==> src/rtl/irq_seq_pkg.sv <==
package irq_seq_pkg;
    typedef enum logic [2:0] {
        ST_IDLE,
        ST_DEC_SP,
        ST_PUSH_PC,
        ST_PUSH_PS,
        ST_LOAD_PC,
        ST_LOAD_PS
    } seq_state_t;
endpackage

==> src/rtl/irq_seq_fsm.sv <==
module irq_seq_fsm
    import irq_seq_pkg::*;
(
    input  logic       clk,
    input  logic       rst_n,
    input  logic       start,
    output seq_state_t state,
    output logic       done
);
    seq_state_t state_nxt;

    always_comb begin
        state_nxt = state;
        unique case (state)
            ST_IDLE:    if (start) state_nxt = ST_DEC_SP;
            ST_DEC_SP:  state_nxt = ST_PUSH_PC;
            ST_PUSH_PC: state_nxt = ST_PUSH_PS;
            ST_PUSH_PS: state_nxt = ST_LOAD_PC;
            ST_LOAD_PC: state_nxt = ST_LOAD_PS;
            ST_LOAD_PS: state_nxt = ST_IDLE;
            default:    state_nxt = ST_IDLE;
        endcase
    end

    always_ff @(posedge clk) begin
        if (!rst_n) state <= ST_IDLE;
        else        state <= state_nxt;
    end

    // completion pulse: high in the cycle after the last phase
    always_ff @(posedge clk) begin
        if (!rst_n) done <= 1'b0;
        else        done <= (state == ST_LOAD_PS);
    end
endmodule

==> src/rtl/irq_seq_vec.sv <==
module irq_seq_vec #(
    parameter int ADDR_W = 8,
    parameter int DEV_W = 3,
    parameter logic [ADDR_W-1:0] VEC_BASE = 8'hF0
) (
    input  logic              clk,
    input  logic              rst_n,
    input  logic              start,
    input  logic [DEV_W-1:0]  irq_dev,
    input  logic              sel_ps,
    output logic [ADDR_W-1:0] vec_addr
);
    localparam int OFS_W = DEV_W + 1;

    logic [DEV_W-1:0] dev_q;

    always_ff @(posedge clk) begin
        if (!rst_n)     dev_q <= '0;
        else if (start) dev_q <= irq_dev;
    end

    // each device owns a byte pair: even byte PC, odd byte PS
    logic [OFS_W-1:0] ofs;
    assign ofs      = {dev_q, sel_ps};
    assign vec_addr = VEC_BASE + ADDR_W'(ofs);
endmodule

==> src/rtl/irq_seq_regs.sv <==
module irq_seq_regs
    import irq_seq_pkg::*;
#(
    parameter int DATA_W = 8,
    parameter logic [DATA_W-1:0] SP_RST = '0,
    parameter logic [DATA_W-1:0] PC_RST = '0,
    parameter logic [DATA_W-1:0] PS_RST = '0
) (
    input  logic              clk,
    input  logic              rst_n,
    input  seq_state_t        state,
    input  logic              start,
    input  logic              arch_we,
    input  logic [DATA_W-1:0] arch_sp,
    input  logic [DATA_W-1:0] arch_pc,
    input  logic [DATA_W-1:0] arch_ps,
    input  logic [DATA_W-1:0] mem_rdata,
    output logic [DATA_W-1:0] sp,
    output logic [DATA_W-1:0] pc,
    output logic [DATA_W-1:0] ps
);
    always_ff @(posedge clk) begin
        if (!rst_n) begin
            sp <= SP_RST;
            pc <= PC_RST;
            ps <= PS_RST;
        end else begin
            unique case (state)
                ST_IDLE: begin
                    if (arch_we && !start) begin
                        sp <= arch_sp;
                        pc <= arch_pc;
                        ps <= arch_ps;
                    end
                end
                ST_DEC_SP, ST_PUSH_PC: sp <= sp - 1'b1;
                ST_LOAD_PC:            pc <= mem_rdata;
                ST_LOAD_PS:            ps <= mem_rdata;
                default: ;
            endcase
        end
    end
endmodule

==> src/rtl/irq_entry_seq.sv <==
module irq_entry_seq
    import irq_seq_pkg::*;
#(
    parameter int DATA_W = 8,
    parameter int DEV_W = 3,
    parameter int IE_BIT = 7,
    parameter logic [DATA_W-1:0] VEC_BASE = 8'hF0,
    parameter logic [DATA_W-1:0] SP_RST = '0,
    parameter logic [DATA_W-1:0] PC_RST = '0,
    parameter logic [DATA_W-1:0] PS_RST = '0
) (
    input  logic              clk,
    input  logic              rst_n,
    input  logic              insn_done,
    input  logic              irq,
    input  logic [DEV_W-1:0]  irq_dev,
    input  logic              arch_we,
    input  logic [DATA_W-1:0] arch_sp,
    input  logic [DATA_W-1:0] arch_pc,
    input  logic [DATA_W-1:0] arch_ps,
    output logic [DATA_W-1:0] mem_addr,
    output logic              mem_we,
    output logic [DATA_W-1:0] mem_wdata,
    output logic              mem_re,
    input  logic [DATA_W-1:0] mem_rdata,
    output logic [DATA_W-1:0] sp,
    output logic [DATA_W-1:0] pc,
    output logic [DATA_W-1:0] ps,
    output logic              busy,
    output logic              done
);
    seq_state_t        state;
    logic              start;
    logic [DATA_W-1:0] vec_addr;

    assign start = (state == ST_IDLE) && insn_done && irq && ps[IE_BIT];
    assign busy  = (state != ST_IDLE);

    irq_seq_fsm u_fsm (
        .clk   (clk),
        .rst_n (rst_n),
        .start (start),
        .state (state),
        .done  (done)
    );

    irq_seq_vec #(
        .ADDR_W   (DATA_W),
        .DEV_W    (DEV_W),
        .VEC_BASE (VEC_BASE)
    ) u_vec (
        .clk      (clk),
        .rst_n    (rst_n),
        .start    (start),
        .irq_dev  (irq_dev),
        .sel_ps   (state == ST_LOAD_PS),
        .vec_addr (vec_addr)
    );

    irq_seq_regs #(
        .DATA_W (DATA_W),
        .SP_RST (SP_RST),
        .PC_RST (PC_RST),
        .PS_RST (PS_RST)
    ) u_regs (
        .clk       (clk),
        .rst_n     (rst_n),
        .state     (state),
        .start     (start),
        .arch_we   (arch_we),
        .arch_sp   (arch_sp),
        .arch_pc   (arch_pc),
        .arch_ps   (arch_ps),
        .mem_rdata (mem_rdata),
        .sp        (sp),
        .pc        (pc),
        .ps        (ps)
    );

    // memory port, decoded from the current phase
    always_comb begin
        mem_addr  = '0;
        mem_we    = 1'b0;
        mem_wdata = '0;
        mem_re    = 1'b0;
        unique case (state)
            ST_PUSH_PC: begin
                mem_addr  = sp;
                mem_we    = 1'b1;
                mem_wdata = pc;
            end
            ST_PUSH_PS: begin
                mem_addr  = sp;
                mem_we    = 1'b1;
                mem_wdata = ps;
            end
            ST_LOAD_PC, ST_LOAD_PS: begin
                mem_addr = vec_addr;
                mem_re   = 1'b1;
            end
            default: ;
        endcase
    end
endmodule

==> config.mk <==
export PLATFORM = sky130hd
export DESIGN_NAME = irq_entry_seq
export DESIGN_NICKNAME = d
export VERILOG_FILES = /design/src/rtl/irq_seq_pkg.sv /design/src/rtl/irq_seq_fsm.sv /design/src/rtl/irq_seq_vec.sv /design/src/rtl/irq_seq_regs.sv /design/src/rtl/irq_entry_seq.sv
export SDC_FILE = /design/constraint.sdc
export NUM_CORES = 1
export LEC_CHECK = 0
export CAP_MARGIN = 5
export CORE_MARGIN = 2
export CORE_UTILIZATION = 35
export DETAILED_ROUTE_END_ITERATION = 10
export HOLD_SLACK_MARGIN = 0.15
export PLACE_DENSITY = 0.78
export SKIP_CTS_REPAIR_TIMING = 1
export SLEW_MARGIN = 5
export SYNTH_ARGS = -nofsm -noshare
export SYNTH_HDL_FRONTEND = slang
export SYNTH_HIERARCHICAL = 1
export SYNTH_SLANG_ARGS = --single-unit
==> constraint.sdc <==
create_clock -name clk -period 3.1 [get_ports clk]
set_clock_uncertainty 0.05 [all_clocks]
set_input_delay 0.31 -clock clk [delete_from_list [all_inputs] [get_ports clk]]
set_output_delay 0.31 -clock clk [all_outputs]
set_load 0.1 [all_outputs]
Word-level counts from Yosys, hierarchy flattened
Index checks and enable logic that the tools add are counted.
{ "word_totals": {"elab_cells": 43, "latch_bits": 0, "out_inout_bits": 44, "regBits": 31, "romBits": 0, "ramBits": 0, "n_memories": 0} }
{ "classes": {"n_eq_ne": 7, "shift": 0, "mul": 0, "n_div": 0, "reduce_logical": 16, "n_mux": 12, "bitwise": 0, "add_sub_neg": 2, "n_lt_le_gt_ge": 0} }
{ "op_table": {"columns": ["op", "n"], "rows": [
  ["$pmux 8 s2", 5],
  ["$mux 8", 3],
  ["$pmux 3 s5", 1],
  ["$sub 8x1->8 const B", 1],
  ["$add 5x5->6 const A", 1],
  ["$eq 3x2->1 const B", 2],
  ["$eq 3x3->1 const B", 2],
  ["$reduce_and 2->1", 3],
  ["$reduce_bool 2->1", 3],
  ["$reduce_or 2->1", 3],
  ["$logic_and 1x1->1", 4],
  ["$ne 2x1->1 const B", 2],
  ["$eq 3x1->1 const B", 1],
  ["$logic_not 3->1", 1],
  ["$mux 3", 1],
  ["$reduce_bool 3->1", 1],
  ["$mux 1", 2],
  ["$logic_not 1->1", 1]
]} }

Longest topological paths before layout
Gate-level depths: netlist (run 1).
{ "logic_depth": {"word_depth": 8, "mapped_depth": 8, "depth_no_buf": 6} }

Cells and area by module
Netlist (run 1), hierarchy kept.
{ "by_module_without_submodules": {"columns": ["mod", "instances", "cells_per_inst", "area_each_um2"], "rows": [
  ["irq_seq_regs", 1, 151, 1213.7],
  ["irq_entry_seq", 1, 34, 247.7],
  ["irq_seq_vec", 1, 15, 150.1],
  ["irq_seq_fsm", 1, 14, 146.4]
]} }

Worst setup path before layout (run 1)
No wires, ideal clock.
{ "synth_path": {"path_kind": "flip-flop to output port", "from": "register u_regs.ps[7]", "to": "output mem_wdata[7]", "stages_incl_launch_ff": 3, "arrival_time_ps": 2417, "slack_ps": 323, "cell_sequence": "dfxtp_1 mux2i_1 nor2_1"} }
{ "synth_via": {"elab_chain_len": 1} }
{ "synth_rtl": {"columns": ["item", "line", "rtl"], "rows": [
  ["from (decl)", "irq_seq_regs.sv:20", "output logic [DATA_W-1:0] ps"],
  ["from (signal assigned)", "irq_seq_regs.sv:33", "ps <= arch_ps;"],
  ["from (signal assigned)", "irq_seq_regs.sv:38", "ST_LOAD_PS: ps <= mem_rdata;"],
  ["$pmux 8 s2", "irq_entry_seq.sv:86", "unique case (state)"],
  ["to (decl)", "irq_entry_seq.sv:23", "output logic [DATA_W-1:0] mem_wdata,"]
]} }
No other way between the ends.

Worst setup path after layout (run 1)
{ "layout_path": {"from": "register u_fsm.state[2]", "to": "output mem_addr[0]"} }
{ "layout_via": {"elab_chain_len": 3, "elab_cells_between_ends": 8} }
{ "layout_rtl": {"columns": ["item", "line", "rtl"], "rows": [
  ["from (decl)", "irq_seq_fsm.sv:7", "output seq_state_t state,"],
  ["from (signal assigned)", "irq_seq_fsm.sv:27", "else state <= state_nxt;"],
  ["$eq 3x3->1, or another cell as far along", "irq_entry_seq.sv:56, irq_entry_seq.sv:86", null],
  ["$add 5x5->6, or another cell as far along", "irq_seq_vec.sv:25", "assign vec_addr = VEC_BASE + ADDR_W'(ofs);"],
  ["$pmux 8 s2 *", "irq_entry_seq.sv:86", null],
  ["to (decl)", "irq_entry_seq.sv:21", "output logic [DATA_W-1:0] mem_addr,"]
]} }
Mark *: on every way between the ends. The rest lies on a longest branch, timed or not.

==> summary.md, run 1 <==
| Metric | Value |
|---|---|
| Status | `finished, final reports clean` |
| Async set-or-reset flop fraction in the synthesized netlist | `0%` |
| Routed WL per cell | `13.6 µm` |
| Clock sinks | `31` |
| Deepest clock path buffer count | `2` |
| Worst slack, placed | `804 ps` |
| Slowest Stage Delay on Critical Path | `700 ps` |
| Mean Syn Cell Area | `8.21 µm²` |
| Ys Warns | `6` |
| Startpoint Class | `flip-flop` |
| First-pass DRT Iterations | `4` |
| Post-synthesis sequential area ratio | `35.3%` |
| Largest net degree at the start of global routing | `23` |
| Slew HR | `34.2%` |
| Antenna-violating nets left | `0` |
| Area of the die | `5610 µm²` |
| Slowest cell on crit path | `dfxtp_1` |
| DRC Markers | `0` |
| Initial Util | `36.7%` |
| CTS tree | `yes` |
| CP Buf/Inv Count | `1` |
| Core area | `4790 µm²` |
| Finish-stage setup viols | `0` |
| Setup WS post-layout | `492 ps` |
| Crit path cell chain | `nor2b_1 > and2_2 > a22o_1 > buf_4` |
| Vias in the first global route | `1635` |
| Synth area leader | `dfxtp_1` |
| Skew-Pair Late Insertion Delay | `290 ps` |
| H-tree Lvls | `2` |
| Drt via density | `5.18` |
| Chip height | `74.9 µm` |
| Synth Cell Area | `1760 µm²` |
| DPL Wire Length | `3.48 mm` |
| Top cell type's share of synthesized area | `35.3%` |
| Crit path capture type | `output pin` |
| RSZ-0062 raised after global routing | `false` |
| Reg clk slew, reported paths | `70 ps` |
| Part of the cycle the worst path needs | `84.1%` |
| Initial antenna violation count | `0` |
| Critical path class | `flip-flop to output pin` |
| Power Density | `497 nW/µm²` |
| CTS buffer count | `5` |
| Utilization after layout | `54.3%` |
| Number of enable flip-flop cells after synthesis | `0` |
| Synth area leaders | `dfxtp_1 35%, nand2_1 8.3%, a31oi_1 6.4%` |
| Seq cells post-synth | `31` |
| Final WL | `4.89 mm` |
| CP top delay family | `simple AND/OR/NAND/NOR gates` |
| DRT iter0 DRCs | `258` |
| Layout cells sized above 1 | `17.5%` |
| GR Util All Layers | `17.8%` |
| Peak VDD IR | `0.231 mV` |
| CP arrival | `2250 ps` |
| Site Rows | `25` |
| CTS Root Buffer Type | `clkbuf_8` |
| Syn Inst Count | `214` |
| First-pass GRT wire length | `7.71 mm` |
| Setup_tns | `0 ps` |
| Most frequent cells in the layout | `55 x clkdlybuf4s50_1, 39 x nand2_1, 31 x buf_4, 31 x dfxtp_1, 18 x a31oi_1` |
| Leakage | `0.982 nW` |
| Syn-to-layout area delta | `47.9%` |
| Worst endpoint required time | `2740 ps` |
| Worst hold path class | `flip-flop to flip-flop` |
| I/O Pins | `84` |
| # diodes | `0` |
| Most common cell after layout, fill and taps aside | `clkdlybuf4s50_1` |
| Minimum clock period | `2610 ps` |
| Buffers on Ports | `83` |
| Fin nets | `332` |
| Worst slew pin tran | `984 ps` |
| Max Slew Vio Count | `0` |
| Post-synth cell types | `47` |
| Max cap viols | `0` |
| Via Count | `1858` |
| CP Max Fanout | `19` |
| Fmax | `383 MHz` |
| Endpoints failing hold | `0` |
| Placer congestion estimate | `0.901` |
| Die width | `74.9 µm` |
| Congestion Overflow GR | `0` |
| Top FF cell, synth | `dfxtp_1` |
-- synthesized netlist by cell type, drive strengths merged, types with 3 or more instances --
cell type	instances
nand2	39
nor2b	5
nand3	4
a31oi	18
clkbuf	3
dfxtp	31
nor3	7
a21oi	5
mux2i	11
o21ai	17
inv	5
nor2	13
a22o	8
buf	16
-- metrics by stage --
stage	cells	instance area [µm²]	hold WS, ps	total power, mW
finish	359	2600	448	1.29
global route	359	2600	463	1.35
CTS	359	2600	444	1.30
detailed placement	351	2510	433	0.977
global placement	351	2510	427	0.974
floorplan	217	1770	388	0.845
-- final cells by class --
type / instances / area, µm²
Sequential cell: 31 / 621
Fill cell: 431 / 2190
Clock inverter: 3 / 23.8
Timing Repair Buffer: 86 / 783
Tap cell: 67 / 83.8
Inverter: 5 / 18.8
Clock buffer: 5 / 68.8
Multi-Input combinational cell: 162 / 1000
-- per-layer routing --
metal	part of all wire (%)	GRT usage (%)	wire length [µm]
met3	8.0	4.95	390
met5	0	0	0
met1	46	24.7	2260
met4	0.96	4.96	47
met2	45	27.3	2200
-- flip-flops by register name, summed over array words and instances (netlist names) --
register	count
u_regs/pc	8
u_regs/ps	8
u_regs/sp	8
u_fsm/state	3
u_vec/dev_q	3
u_fsm/done	1
-- worst paths after layout --
| kind | from | end | slack, ps | cells past startpoint |
|---|---|---|---|---|
| setup / recovery | u_fsm/state[2] | mem_addr[0] | 490 | 4 |
| hold / removal | u_regs/ps[5] | u_regs/ps[5] | 450 | 2 |
| setup reg to reg | u_fsm/state[1] | u_regs/sp[1] | 750 | 6 |
| hold reg to reg | u_regs/ps[5] | u_regs/ps[5] | 450 | 2 |
-- worst register-to-register path, stage by stage (launching register included) --
cell	delay, ps
dfxtp_1	710
or3_4	250
nor2_2	70
nand2b_1	210
nor4_4	370
mux2_2	390
o211a_1	190
-- kinds of logic (layout without fill, tap and decap cells) --
kind of cell | count (synthesis) | count (layout) | synth area share (%)
xor+xnor | 3 | 3 | 1.49
compound gates | 62 | 62 | 24.5
flops | 31 | 31 | 35.3
buf+inv | 24 | 99 | 8.40
simple gates | 80 | 80 | 22.5
mux | 12 | 12 | 6.90
fa+ha+maj | 1 | 1 | 0.712
other cells | 1 | 4 | 0.213
-- power by group --
group	switching [mW]	total (mW)	internal (mW)
sequential	0.0402	0.470	0.430
combinational	0.349	0.500	0.151
clock	0.162	0.323	0.160
total	0.552	1.29	0.741
No activity file was read; power rests on OpenSTA's default activity.
==> run 2: changes to the inputs <==
PLACE_DENSITY = 0.81   (was 0.78)
clock period = 2.3 ns   (was 3.1 ns; I/O delays follow)
==> run 2 against run 1 <==
Hold slack got worse by 4.4 ps. Routed wire length rose by 4.8%. Power rose by 46%. Highest routed layer unchanged. Count of clock-buffer cells in the layout increased by 1.
==> summary.md, run 2 (same netlist as run 1, synthesis figures left out) <==
| Metric | Value |
|---|---|
| Cell total after placement | `356` |
| Part of the cycle the worst path needs | `86.6%` |
| Slew HR | `60.3%` |
| GR Layer Usage met1 | `23.4%` |
| First-pass DRT Iterations | `4` |
| Setup WS post-layout | `309 ps` |
| Crit path capture type | `output pin` |
| CTS buffer count | `5` |
| First-pass GRT wire length | `8.09 mm` |
| RSZ-0062 raised after global routing | `false` |
| Initial Util | `36.7%` |
| Max cap viols | `0` |
| Most frequent cells in the layout | `39 x clkdlybuf4s50_1, 39 x nand2_1, 33 x buf_4` |
| Drt via density | `5.18` |
| Final Cell Area | `2880 µm²` |
| Site Rows | `25` |
| GR Util All Layers | `19.0%` |
| CTS tree | `yes` |
| Hold_ws | `444 ps` |
| CP Max Fanout | `18` |
| Die width | `74.9 µm` |
| Worst endpoint required time | `2020 ps` |
| Peak VDD IR | `0.463 mV` |
| Skew-Pair Late Insertion Delay | `280 ps` |
| DRT iter0 DRCs | `126` |
| CP arrival | `1710 ps` |
| Startpoint Class | `flip-flop` |
| Syn-to-layout area delta | `63.9%` |
| Fmax | `502 MHz` |
| Status | `finished, final reports clean` |
| Minimum clock period | `1990 ps` |
| Initial antenna violation count | `0` |
| Global routing met2 resource utilization | `31.0%` |
| FILL cells | `417` |
| Deepest clock path buffer count | `2` |
| Cell Count, Final, Fillers Out | `364` |
| DRC Markers | `0` |
| I/O Pins | `84` |
| DPL Wire Length | `3.69 mm` |
| Max Slew Vio Count | `0` |
| CTS Root Buffer Type | `clkbuf_8` |
| Final WL | `5.13 mm` |
| Leakage | `1.11 nW` |
| Total Power | `1.88 mW` |
| Finish-stage setup viols | `0` |
| Post-DP Area | `2760 µm²` |
| Reg clk slew, reported paths | `60 ps` |
| Met3 Track Usage GR | `6.43%` |
| Worst slew pin tran | `593 ps` |
| # diodes | `0` |
| Most used routing layer | `met2` |
| Placer congestion estimate | `0.835` |
| Worst hold path class | `flip-flop to flip-flop` |
| Area of the die | `5610 µm²` |
| Buffers on Ports | `83` |
| Congestion Overflow GR | `0` |
| Endpoints failing hold | `0` |
| Routed WL per cell | `14.1 µm` |
| Worst slack, placed | `230 ps` |
| Clock sinks | `31` |
| Antenna-violating nets left | `0` |
| Fin nets | `337` |
| Power Density | `654 nW/µm²` |
| Utilization after layout | `60.2%` |
| Chip height | `74.9 µm` |
| Layout cells sized above 1 | `27.3%` |
| Setup_tns | `0 ps` |
| Critical path class | `flip-flop to output pin` |
| Vias in the first global route | `1794` |
| Largest registers | `u_regs/pc x8, u_regs/ps x8, u_regs/sp x8` |
| Core area | `4790 µm²` |
| H-tree Lvls | `2` |
| Via Count | `1886` |
| Largest net degree at the start of global routing | `23` |
==> run 2: layer usage <==
metal,vias to the layer above,wire length (µm)
met1,865,2300
met5,-,0
met4,0,90
met2,79,2350
met3,11,386
li1,931,-
==> run 2: area by class of cell <==
type / count / area, µm² / share of cell area (%)
multi-input combinational: 162 / 1020 / 35.5
tap: 67 / 83.8 / 2.91
clock buffer: 6 / 82.6 / 2.87
inverter: 5 / 18.8 / 0.651
sequential: 31 / 621 / 21.5
clock inverter: 2 / 35.0 / 1.22
timing repair buffer: 91 / 1020 / 35.3
==> run 2: where the power goes <==
| part | switching [mW] | leakage, nW | internal (mW) |
|---|---|---|---|
| Combinational | 0.486 | 0.792 | 0.213 |
| Sequential | 0.0496 | 0.254 | 0.580 |
| Clock | 0.204 | 0.0612 | 0.350 |
==> run 2: final timing paths <==
check	startpoint	end	depth (start not counted)	slack, ps
hold / removal	u_regs/pc[6]	u_regs/pc[6]	2	440
setup / recovery	u_fsm/state[2]	mem_addr[0]	6	310
hold reg to reg	u_regs/pc[6]	u_regs/pc[6]	2	440
setup reg to reg	u_fsm/state[1]	u_regs/sp[0]	6	420
==> run 2: worst max-delay path, cell delays in order, from the launching register on <==
cell and delay [ps]:
dfxtp_1 310, buf_4 190, nor2b_1 140, buf_4 170
and2_2 190, a22o_2 250, buf_12 170
==> run 3: changes to the inputs <==
DONT_BUFFER_PORTS = 1   (was unset)
PLACE_DENSITY = 0.59   (was 0.81)
==> run 3 against run 2 <==
Cell area is 4.2% lower. Highest routed layer unchanged. Critical path type is now flip-flop to flip-flop. Sequential cell count is the same. Largest power group unchanged. Clock power decreased by 8.5%.
==> summary.md, run 3 (same netlist as run 1, synthesis figures left out) <==
| Metric | Value |
|---|---|
| Status | `finished, final reports clean` |
| Cell total after placement | `318` |
| Worst slew pin tran | `1210 ps` |
| Skew-Pair Late Insertion Delay | `270 ps` |
| Setup WS post-layout | `53.1 ps` |
| Max Slew Vio Count | `0` |
| DRC Markers | `0` |
| Clock sinks | `31` |
| Multi-input logic area | `1040 µm²` |
| Startpoint Class | `flip-flop` |
| Largest registers | `u_regs/pc x8, u_regs/ps x8, u_regs/sp x8` |
| Congestion Overflow GR | `0` |
| Routed WL per cell | `15.4 µm` |
| CTS tree | `yes` |
| Chip height | `74.9 µm` |
| Fmax | `445 MHz` |
| Post-DP Area | `2350 µm²` |
| I/O Pins | `84` |
| Vias in the first global route | `1580` |
| CP arrival | `2400 ps` |
| Core area | `4790 µm²` |
| Worst endpoint required time | `2450 ps` |
| Final Cell Area | `2760 µm²` |
| Drt via density | `5.22` |
| Deepest clock path buffer count | `2` |
| Most frequent cells in the layout | `39 x nand2_1, 37 x buf_4, 31 x dfxtp_1` |
| Antenna-violating nets left | `0` |
| Part of the cycle the worst path needs | `97.7%` |
| Largest net degree at the start of global routing | `25` |
| Placer congestion estimate | `0.759` |
| Max cap viols | `0` |
| Worst slack, placed | `-65.5 ps` |
| Finish-stage setup viols | `0` |
| Buffers on Ports | `0` |
| FF+latch area | `621 µm²` |
| Leakage | `1.07 nW` |
| Crit path capture type | `flip-flop` |
| # diodes | `0` |
| Peak VDD IR | `0.413 mV` |
| FILL cells | `428` |
| Fin nets | `330` |
| H-tree Lvls | `2` |
| Worst hold path class | `input pin to flip-flop` |
| Slew HR | `18.7%` |
| GR Util All Layers | `17.4%` |
| Cell Count, Final, Fillers Out | `356` |
| DRT iter0 DRCs | `136` |
| CTS buffer count | `5` |
| Endpoints failing hold | `0` |
| Layout cells sized above 1 | `28.4%` |
| Die width | `74.9 µm` |
| Reg clk slew, reported paths | `70 ps` |
| Most common cell after layout, fill and taps aside | `nand2_1` |
| CP Max Fanout | `11` |
| Power Density | `653 nW/µm²` |
| First-pass GRT wire length | `7.41 mm` |
| R2R depth | `6` |
| Setup_tns | `0 ps` |
| First-pass DRT Iterations | `4` |
| CTS Root Buffer Type | `clkbuf_8` |
| Initial antenna violation count | `0` |
| Area of the die | `5610 µm²` |
| Site Rows | `25` |
| DPL Wire Length | `3.49 mm` |
| Initial Util | `36.7%` |
| WHS Path Cells | `2` |
| Via Count | `1858` |
| Syn-to-layout area delta | `57.1%` |
| Final WL | `5.47 mm` |
| Critical path class | `flip-flop to flip-flop` |
| Minimum clock period | `2250 ps` |
run 3: changes by cell type in the layout (fill, tap and decap cells not counted):
cell and change:
clkinv_2 -1, clkbuf_1 +1, clkdlybuf4s50_1 -39, dlygate4sd3_1 +30, nor4_2 +1, nor2b_2 +1
buf_4 +4, nor2b_1 -1, buf_12 -3, clkbuf_8 -1
run 3: cell type report:
class	count	share of cell area (%)
Clock buffer	6	2.63
Clock inverter	1	1.09
Inverter	5	0.680
Multi-Input combinational cell	163	37.6
Sequential cell	31	22.5
Tap cell	67	3.04
Timing Repair Buffer	83	32.5
run 3: worst max-delay path, stage by stage (launching register included):
cell,delay [ps]
dfxtp_1,330
or3_4,130
nor2_2,40
nand2b_1,220
nor4_2,1010
nand2_1,180
a31oi_1,210
run 3: final timing paths:
path,from,endpoint,slack (ps)
max,u_fsm/state[2],u_regs/pc[5],50
min,arch_sp[6],u_regs/sp[6],120
max reg2reg,u_fsm/state[2],u_regs/pc[5],50
min reg2reg,u_regs/ps[1],u_regs/ps[1],430
run 3: per-layer routing:
metal | vias to the layer above | wire length, µm | track usage [%]
met4 | 0 | 22 | 5.36
li1 | 918 | - | -
met3 | 2 | 446 | 6.16
met5 | - | 0 | 0
met1 | 844 | 2300 | 21.4
met2 | 94 | 2710 | 28.6
run 3: power breakdown:
part,total [mW],switching (mW),internal (mW)
clock,0.507,0.190,0.317
combinational,0.680,0.497,0.184
sequential,0.617,0.0371,0.580
total,1.80,0.723,1.08
run 3: metrics by stage:
step / power, mW / hold WS (ps) / util [%]
finish: 1.80 / 122 / 57.7
global route: 1.88 / 148 / 57.7
CTS: 1.76 / 13.1 / 51.2
detailed placement: 1.25 / 306 / 49.0
global placement: 1.25 / 307 / 49.0
floorplan: 1.14 / 308 / -
